File: src/rtl/evo_pkg.sv
`timescale 1ns/1ps
// Package evo_pkg
// Shared constants and the sequencing state type of the evolution controller.
package evo_pkg;
    localparam int FIT_W = 24;

    typedef enum logic [2:0] {
        ST_IDLE,
        ST_BUILD,
        ST_EVAL,
        ST_CLOSE,
        ST_DONE
    } evo_state_t;
endpackage

File: src/rtl/evo_lfsr.sv
`timescale 1ns/1ps
// Module evo_lfsr
// 16-bit Galois shift register used as the random source for gene draws.
// Assumes: a zero seed is replaced by SEED_DEF so the register never locks up.
module evo_lfsr #(
    parameter logic [15:0] SEED_DEF = 16'hACE1
) (
    input  logic        clk,
    input  logic        rst_n,
    input  logic        load,
    input  logic [15:0] seed,
    input  logic        step,
    output logic [15:0] value
);
    localparam logic [15:0] TAPS = 16'hB400;

    // Load a seed at search start, advance one step per drawn gene.
    always_ff @(posedge clk) begin
        if (!rst_n) begin
            value <= SEED_DEF;
        end else if (load) begin
            value <= (seed == 16'h0) ? SEED_DEF : seed;
        end else if (step) begin
            value <= {1'b0, value[15:1]} ^ (value[0] ? TAPS : 16'h0);
        end
    end
endmodule

File: src/rtl/evo_fitness.sv
`timescale 1ns/1ps
// Module evo_fitness
// Combinational weighted cost of one candidate, saturated to FIT_W bits.
// Assumes: all weights and counts are unsigned.
module evo_fitness #(
    parameter int CNT_W = 16,
    parameter int W_W   = 8,
    parameter int FIT_W = 24
) (
    input  logic [W_W-1:0]   k_haz,
    input  logic [W_W-1:0]   k_gate,
    input  logic [W_W-1:0]   k_fault,
    input  logic [CNT_W-1:0] haz,
    input  logic [CNT_W-1:0] gates,
    input  logic [CNT_W-1:0] fault,
    output logic [FIT_W-1:0] fit
);
    localparam int PW = CNT_W + W_W;
    localparam int SW = PW + 2;

    logic [SW-1:0] sum;

    // Full-width sum of the three weighted terms.
    always_comb begin
        sum = SW'(k_haz) * SW'(haz) + SW'(k_gate) * SW'(gates) + SW'(k_fault) * SW'(fault);
    end

    generate
        if (SW > FIT_W) begin : g_sat
            // Clamp to the largest representable cost.
            always_comb begin
                fit = (sum > SW'({FIT_W{1'b1}})) ? {FIT_W{1'b1}} : sum[FIT_W-1:0];
            end
        end else begin : g_wide
            // Sum always fits: widen only.
            always_comb begin
                fit = FIT_W'(sum);
            end
        end
    endgenerate
endmodule

File: src/rtl/evo_gene_draw.sv
`timescale 1ns/1ps
// Module evo_gene_draw
// Decides whether the gene at one address is redrawn and produces the legal
// replacement value. Source genes of node j draw from [0, N_IN+j), function
// genes from [0, N_FUNC), output genes from [0, N_IN+N_NODES).
// Assumes: the random word is fresh for every gene.
module evo_gene_draw #(
    parameter int N_IN    = 4,
    parameter int N_NODES = 8,
    parameter int N_FUNC  = 7,
    parameter int GW      = 4,
    parameter int AW      = 5
) (
    input  logic [AW-1:0] idx,
    input  logic [GW-1:0] old_gene,
    input  logic [15:0]   rnd,
    input  logic [7:0]    rate,
    input  logic          force_draw,
    output logic [GW-1:0] new_gene
);
    localparam int NODE_GENES = 3 * N_NODES;
    localparam int N_SIG      = N_IN + N_NODES;
    localparam int RW         = $clog2(N_SIG + N_FUNC + 1);
    localparam int PRW        = RW + 8;

    logic [AW-1:0]  node_v;
    logic [AW-1:0]  slot_v;
    logic [RW-1:0]  range_v;
    logic [PRW-1:0] prod;
    logic [PRW-1:0] scaled;
    logic           hit;

    // Legal value range of the gene at this address.
    always_comb begin
        node_v = idx / AW'(3);
        slot_v = idx % AW'(3);
        if (32'(idx) < NODE_GENES) begin
            if (slot_v == AW'(2)) range_v = RW'(N_FUNC);
            else                  range_v = RW'(N_IN) + RW'(node_v);
        end else begin
            range_v = RW'(N_SIG);
        end
    end

    // Scale the low random byte into the range and pick old or new value.
    always_comb begin
        prod     = PRW'(rnd[7:0]) * PRW'(range_v);
        scaled   = prod >> 8;
        hit      = force_draw || (rnd[15:8] < rate);
        new_gene = hit ? scaled[GW-1:0] : old_gene;
    end
endmodule

File: src/rtl/evo_ctrl.sv
`timescale 1ns/1ps
// Module evo_ctrl
// Top of the (1+lambda) evolution controller. Builds candidates one gene per
// cycle, requests an external evaluation of each, keeps the cheapest candidate
// (later wins a tie), promotes it at generation close and stops on the
// iteration cap, the stagnation limit, or either.
// Assumes: configuration inputs are held stable while busy is high.
module evo_ctrl
    import evo_pkg::*;
#(
    parameter int          N_IN     = 4,
    parameter int          N_NODES  = 8,
    parameter int          N_FUNC   = 7,
    parameter int          N_OUT    = 2,
    parameter int          LAMBDA   = 4,
    parameter int          CNT_W    = 16,
    parameter int          W_W      = 8,
    parameter int          GEN_W    = 16,
    parameter logic [15:0] SEED_DEF = 16'hACE1,
    localparam int NG_TOT = 3 * N_NODES + N_OUT,
    localparam int N_SIG  = N_IN + N_NODES,
    localparam int GW     = $clog2((N_SIG > N_FUNC) ? N_SIG : N_FUNC),
    localparam int AW     = $clog2(NG_TOT)
) (
    input  logic             clk,
    input  logic             rst_n,
    input  logic             start,
    input  logic [7:0]       mut_rate,
    input  logic [15:0]      seed,
    input  logic [W_W-1:0]   k_haz,
    input  logic [W_W-1:0]   k_gate,
    input  logic [W_W-1:0]   k_fault,
    input  logic             cap_en,
    input  logic             stall_en,
    input  logic [GEN_W-1:0] max_gen,
    input  logic [GEN_W-1:0] stall_limit,
    output logic             eval_req,
    input  logic             eval_ack,
    input  logic [CNT_W-1:0] haz_cnt,
    input  logic [CNT_W-1:0] gate_cnt,
    input  logic [CNT_W-1:0] fault_cnt,
    input  logic             rd_sel,
    input  logic [AW-1:0]    rd_addr,
    output logic [GW-1:0]    rd_data,
    output logic             busy,
    output logic             done,
    output logic [FIT_W-1:0] best_fit,
    output logic             best_valid,
    output logic [GEN_W-1:0] gen_count
);
    localparam int          CW       = (LAMBDA > 1) ? $clog2(LAMBDA) : 1;
    localparam logic [FIT_W-1:0] FIT_MAX = {FIT_W{1'b1}};

    evo_state_t       state;
    logic [AW-1:0]    gidx;
    logic [CW-1:0]    cidx;
    logic [GEN_W-1:0] gen_cnt;
    logic [GEN_W-1:0] stall_cnt;
    logic [FIT_W-1:0] run_fit;
    logic             first_gen;
    logic             accepted;
    logic             run_valid;

    logic [GW-1:0] cand   [NG_TOT];
    logic [GW-1:0] gbest  [NG_TOT];
    logic [GW-1:0] parent [NG_TOT];

    logic [15:0]      rnd;
    logic [GW-1:0]    new_gene;
    logic [FIT_W-1:0] cand_fit;
    logic             start_ok;
    logic             take;
    logic             build_last;
    logic             cand_last;
    logic [GEN_W-1:0] gen_next;
    logic [GEN_W-1:0] stall_next;
    logic             improve;
    logic             stop_now;

    // Random source for all gene draws.
    evo_lfsr #(.SEED_DEF(SEED_DEF)) u_lfsr (
        .clk   (clk),
        .rst_n (rst_n),
        .load  (start_ok),
        .seed  (seed),
        .step  (state == ST_BUILD),
        .value (rnd)
    );

    // Per-gene redraw decision and legal replacement value.
    evo_gene_draw #(
        .N_IN    (N_IN),
        .N_NODES (N_NODES),
        .N_FUNC  (N_FUNC),
        .GW      (GW),
        .AW      (AW)
    ) u_draw (
        .idx        (gidx),
        .old_gene   (parent[gidx]),
        .rnd        (rnd),
        .rate       (mut_rate),
        .force_draw (first_gen),
        .new_gene   (new_gene)
    );

    // Weighted cost of the candidate under evaluation.
    evo_fitness #(
        .CNT_W (CNT_W),
        .W_W   (W_W),
        .FIT_W (FIT_W)
    ) u_fit (
        .k_haz   (k_haz),
        .k_gate  (k_gate),
        .k_fault (k_fault),
        .haz     (haz_cnt),
        .gates   (gate_cnt),
        .fault   (fault_cnt),
        .fit     (cand_fit)
    );

    // Control decode: start acceptance, acceptance test, loop ends, stop rule.
    always_comb begin
        start_ok   = start && ((state == ST_IDLE) || (state == ST_DONE));
        take       = (state == ST_EVAL) && eval_ack && (cand_fit <= run_fit);
        build_last = (gidx == AW'(NG_TOT - 1));
        cand_last  = (cidx == CW'(LAMBDA - 1));
        gen_next   = gen_cnt + GEN_W'(1);
        improve    = (run_fit < best_fit);
        if (improve)                            stall_next = '0;
        else if (stall_cnt == {GEN_W{1'b1}})    stall_next = stall_cnt;
        else                                    stall_next = stall_cnt + GEN_W'(1);
        stop_now   = ((cap_en || !stall_en) && (gen_next >= max_gen))
                  || (stall_en && (stall_next >= stall_limit));
    end

    // Main sequencer: build, evaluate, close generation, finish.
    always_ff @(posedge clk) begin
        if (!rst_n) begin
            state      <= ST_IDLE;
            gidx       <= '0;
            cidx       <= '0;
            gen_cnt    <= '0;
            stall_cnt  <= '0;
            best_fit   <= FIT_MAX;
            run_fit    <= FIT_MAX;
            first_gen  <= 1'b1;
            accepted   <= 1'b0;
            run_valid  <= 1'b0;
            best_valid <= 1'b0;
        end else begin
            case (state)
                ST_IDLE, ST_DONE: begin
                    if (start_ok) begin
                        state      <= ST_BUILD;
                        gidx       <= '0;
                        cidx       <= '0;
                        gen_cnt    <= '0;
                        stall_cnt  <= '0;
                        best_fit   <= FIT_MAX;
                        run_fit    <= FIT_MAX;
                        first_gen  <= 1'b1;
                        accepted   <= 1'b0;
                        run_valid  <= 1'b0;
                        best_valid <= 1'b0;
                    end
                end
                ST_BUILD: begin
                    if (build_last) state <= ST_EVAL;
                    else            gidx  <= gidx + AW'(1);
                end
                ST_EVAL: begin
                    if (eval_ack) begin
                        if (take) begin
                            run_fit   <= cand_fit;
                            accepted  <= 1'b1;
                            run_valid <= (haz_cnt == '0) && (fault_cnt == '0);
                        end
                        if (cand_last) begin
                            state <= ST_CLOSE;
                        end else begin
                            state <= ST_BUILD;
                            cidx  <= cidx + CW'(1);
                            gidx  <= '0;
                        end
                    end
                end
                ST_CLOSE: begin
                    if (accepted) best_valid <= run_valid;
                    best_fit  <= run_fit;
                    stall_cnt <= stall_next;
                    gen_cnt   <= gen_next;
                    accepted  <= 1'b0;
                    first_gen <= 1'b0;
                    cidx      <= '0;
                    gidx      <= '0;
                    state     <= stop_now ? ST_DONE : ST_BUILD;
                end
                default: state <= ST_IDLE;
            endcase
        end
    end

    // Candidate store: one freshly drawn gene per build cycle.
    always_ff @(posedge clk) begin
        if (!rst_n) begin
            for (int i = 0; i < NG_TOT; i++) cand[i] <= '0;
        end else if (state == ST_BUILD) begin
            cand[gidx] <= new_gene;
        end
    end

    // Generation-best store: snapshot of the latest accepted candidate.
    always_ff @(posedge clk) begin
        if (!rst_n) begin
            for (int i = 0; i < NG_TOT; i++) gbest[i] <= '0;
        end else if (take) begin
            for (int i = 0; i < NG_TOT; i++) gbest[i] <= cand[i];
        end
    end

    // Parent store: promoted at generation close when anything was accepted.
    always_ff @(posedge clk) begin
        if (!rst_n) begin
            for (int i = 0; i < NG_TOT; i++) parent[i] <= '0;
        end else if ((state == ST_CLOSE) && accepted) begin
            for (int i = 0; i < NG_TOT; i++) parent[i] <= gbest[i];
        end
    end

    // Genome read port and status outputs.
    always_comb begin
        if (32'(rd_addr) < NG_TOT) rd_data = rd_sel ? parent[rd_addr] : cand[rd_addr];
        else                       rd_data = '0;
        busy      = (state == ST_BUILD) || (state == ST_EVAL) || (state == ST_CLOSE);
        done      = (state == ST_DONE);
        eval_req  = (state == ST_EVAL);
        gen_count = gen_cnt;
    end
endmodule

File: config.mk
export PLATFORM = sky130hd
export DESIGN_NAME = evo_ctrl
export DESIGN_NICKNAME = d
export VERILOG_FILES = /design/src/rtl/evo_pkg.sv /design/src/rtl/evo_lfsr.sv /design/src/rtl/evo_fitness.sv /design/src/rtl/evo_gene_draw.sv /design/src/rtl/evo_ctrl.sv
export SDC_FILE = /design/constraint.sdc
export NUM_CORES = 2
export LEC_CHECK = 0
export ABC_CLOCK_PERIOD_IN_PS = 25900
export BUFFER_PORTS_ARGS = -buffer_cell sky130_fd_sc_hd__buf_4
export CAP_MARGIN = 5
export CORE_MARGIN = 2
export CORE_UTILIZATION = 40
export DETAILED_ROUTE_END_ITERATION = 16
export HOLD_SLACK_MARGIN = 0.15
export SLEW_MARGIN = 20
export SYNTH_ARGS = -nofsm -noshare
export SYNTH_HDL_FRONTEND = slang
export SYNTH_SLANG_ARGS = --single-unit
export TNS_END_PERCENT = 100
File: constraint.sdc
create_clock -name clk -period 25.9 [get_ports clk]
set_clock_uncertainty 0.1 [all_clocks]
set_input_delay 5.18 -clock clk [delete_from_list [all_inputs] [get_ports clk]]
set_output_delay 5.18 -clock clk [all_outputs]
set_load 0.01 [all_outputs]
==> impl_results.rst <==
.. list-table::
   :header-rows: 1

   * - Metric
     - Value
   * - Result of the run
     - finished clean
   * - Filler Cells Inserted
     - 8711
   * - Most frequent cells after synthesis
     - 511 x sky130_fd_sc_hd__inv_1, 445 x sky130_fd_sc_hd__nand2_1, 394 x sky130_fd_sc_hd__and2_1
   * - Weighted congestion at the end of routability-driven global placement
     - 0.8582
   * - Chip width
     - 308.4 um
   * - Die H
     - 308.4 um
   * - Final routed DRC violation total
     - 0
   * - Number of synthesized register bits
     - 451
   * - Critical Path RT
     - 26030 ps
   * - Area grow syn2layout
     - 11.28%
   * - Vias in the first global route
     - 26522
   * - Most frequently used cell type in the post-synthesis netlist
     - sky130_fd_sc_hd__inv_1
   * - CTS Buf Count
     - 51
   * - Number of setup buffers added after CTS
     - 0
   * - Standard-cell row count
     - 111
   * - Resize count post-CTS
     - 0
   * - CP max-delay cell
     - sky130_fd_sc_hd__buf_4
   * - # nets final
     - 4467
   * - Clock-pin slew on the worst setup and hold paths
     - 60 ps
   * - Global-route wire length before repair
     - 151.0 mm
   * - Fraction of final layout cells with drive strength greater than 1
     - 10.80%
   * - Total Negative Setup Slacks
     - 0 ps
   * - Area enclosed by the die boundary
     - 0.09514 mm^2
   * - Maximum Capacitance Violations
     - 0
   * - CTS tree
     - built
   * - Initial Utilization
     - 40.38%
   * - Source of the worst hold timing path
     - cidx[0]
   * - Path type of the worst setup path
     - input port to flop
   * - Iter 0 DRT Violations
     - 1545
   * - Synthesized instance count
     - 3674
   * - Portion of the clock cycle consumed by the worst path in the final layout
     - 68.57%
   * - Overall via count from detail_route
     - 25810
   * - Largest net degree at the start of global routing
     - 90
   * - Post-synth top area cell
     - sky130_fd_sc_hd__edfxtp_1
   * - Startpoint of the worst setup timing path
     - k_gate[4]
   * - Setup violations, final
     - 0
   * - Element type at the critical path end
     - flop
   * - Primary FF master, synth
     - sky130_fd_sc_hd__edfxtp_1
   * - Avg Vias per Cell
     - 5.119
   * - Maximum net fanout on the critical path
     - 70
   * - Core Region
     - 0.09180 mm^2
   * - Pin slew with the least headroom to its limit
     - 1023 ps
   * - Detailed-route wire length
     - 94.56 mm
   * - Cell mode on critical path
     - sky130_fd_sc_hd__fa_1
   * - WHS
     - 385.8 ps
   * - Remaining antenna violation count after routing
     - 0
   * - Worst path arrival time
     - 17890 ps
   * - RSZ-0062 raised after global routing
     - false
   * - Synth top area share
     - 27.22%
   * - Avg Inst Size Synth
     - 10.09 um^2
   * - Routed length per instance
     - 18.75 um
   * - H-tree Lvls
     - 2
   * - Unique cell type count in the Yosys netlist
     - 85
   * - Number of flops mapped to enable cells by yosys
     - 336
   * - TritonRoute pass-1 iters
     - 5
   * - Relative max-transition margin
     - 30.03%
   * - Total global-route track usage
     - 20.23%
   * - Total clock sinks
     - 451
   * - Path class of the lowest-slack min-delay path
     - flop to flop
   * - Net Count, Synth
     - 4381
   * - Total I/O pin count
     - 188
   * - Largest buffer count on any clock path
     - 3
   * - Post-synth design cell area
     - 0.03707 mm^2
   * - Sequential fraction of the synthesis area
     - 33.43%
   * - Startpoint of the lowest-slack register-to-register path
     - gidx[4]
   * - Max-slew violation count
     - 0
   * - Most area-consuming cells after synthesis
     - sky130_fd_sc_hd__edfxtp_1 27%, sky130_fd_sc_hd__fa_1 18%, sky130_fd_sc_hd__ha_1 8.0%, sky130_fd_sc_hd__and2_1 6.6%, sky130_fd_sc_hd__dfxtp_1 6.2%
   * - Number of port buffers
     - 187
   * - Final min period
     - 17760 ps
   * - Hold Vio Cnt, Final
     - 0
   * - Synth async-reset ratio
     - 0%
   * - Yosys warnings
     - 0
   * - Later-pin clock latency in the skew report
     - 640 ps
   * - Total grt overflow
     - 0
   * - Root buffer cell
     - sky130_fd_sc_hd__clkbuf_16
   * - F_max
     - 56.31 MHz
   * - Worst setup SP type
     - input port
   * - Post-detailed-placement half-perimeter wirelength
     - 71.83 mm
   * - Hold-fix buffers, CTS
     - 0
   * - Number of antenna violations at the first check in global routing
     - 6
   * - Slowest stage delay, CP
     - 810 ps
[cells by family after synthesis]
kind of cell / after synthesis / synth area share [%]
simple gates: 1283 / 17.29
buf+inv: 696 / 7.290
fa+ha+maj: 567 / 25.84
compound gates: 478 / 8.984
flops: 451 / 33.43
mux: 126 / 5.447
xor+xnor: 73 / 1.725
[through the flow]
step / cells / area, um^2 / setup WS (ps) / util [%]
floorplan: 3674 / 37070 / 7227 / -
global placement: 4950 / 39540 / 7622 / 43.08
detailed placement: 4950 / 39540 / 7479 / 43.08
CTS: 5041 / 41250 / 8059 / 44.93
global route: 5042 / 41250 / 7320 / 44.94
finish: 5042 / 41250 / 8141 / 44.94
[per-layer routing]
metal	part of all wire, %	vias to the layer above	track usage (%)
li1	-	12424	-
met1	45	12609	27.17
met2	48	658	34.06
met3	5.7	109	3.449
met4	2.0	10	4.753
met5	0.074	-	0
[worst max-delay path: cells and delay by family]
kind / cells / cell delay (ps)
fa+ha+maj: 13 / 5990
compound gates: 16 / 3610
xor+xnor: 2 / 380
simple gates: 6 / 1130
buf+inv: 8 / 1500
[flip-flops by register name (all words and copies together), names as in the netlist, named ones only]
register	cells
best_fit	24
first_gen	1
cidx	2
run_fit	24
stall_cnt	16
cand	128
run_valid	1
parent	104
best_valid	1
gen_count	16
accepted	1
gbest	104
gidx	5
u_lfsr.value	16
state	3
[layout by cell type (no fill, tap or decap), types with 22 or more instances in the layout]
cell / n
sky130_fd_sc_hd__edfxtp_1: 336
sky130_fd_sc_hd__and2_1: 394
sky130_fd_sc_hd__o21ai_0: 81
sky130_fd_sc_hd__ha_1: 236
sky130_fd_sc_hd__and3_1: 22
sky130_fd_sc_hd__dfxtp_1: 113
sky130_fd_sc_hd__a21o_1: 48
sky130_fd_sc_hd__o22ai_1: 43
sky130_fd_sc_hd__mux4_2: 60
sky130_fd_sc_hd__nor2b_1: 38
sky130_fd_sc_hd__xor2_1: 40
sky130_fd_sc_hd__a21oi_1: 108
sky130_fd_sc_hd__inv_1: 511
sky130_fd_sc_hd__nor3_1: 49
sky130_fd_sc_hd__o21a_1: 22
sky130_fd_sc_hd__mux2i_1: 60
sky130_fd_sc_hd__fa_1: 331
sky130_fd_sc_hd__nor2_1: 186
sky130_fd_sc_hd__buf_4: 217
sky130_fd_sc_hd__xnor2_1: 33
sky130_fd_sc_hd__nand2_1: 443
sky130_fd_sc_hd__clkbuf_16: 51
sky130_fd_sc_hd__nand3_1: 43
[final timing paths]
kind,endpoint,slack (ps),cells past startpoint
worst max-delay path,gbest[0][45],8140,45
worst min-delay path,cidx[0],390,2
worst max register to register,cand[30][3],16770,26
worst min register to register,cidx[0],390,2
[layout make-up]
cell class              instances  area (um^2)  share of cell area [%]
inverters                     512         1922                   4.659
clock buffers                  68         1370                   3.321
multi-input cells            2527        22040                   53.43
clock inverters                23        336.6                  0.8159
flip-flops and latches        451        12390                   30.04
repair buffers                217         1629                   3.949
well taps                    1243         1555                   3.770
diodes                          1        2.502                0.006066
Power is left out: the tool's default activity adds up to more than one toggle a clock period on the data nets, which glitch-free logic cannot reach.
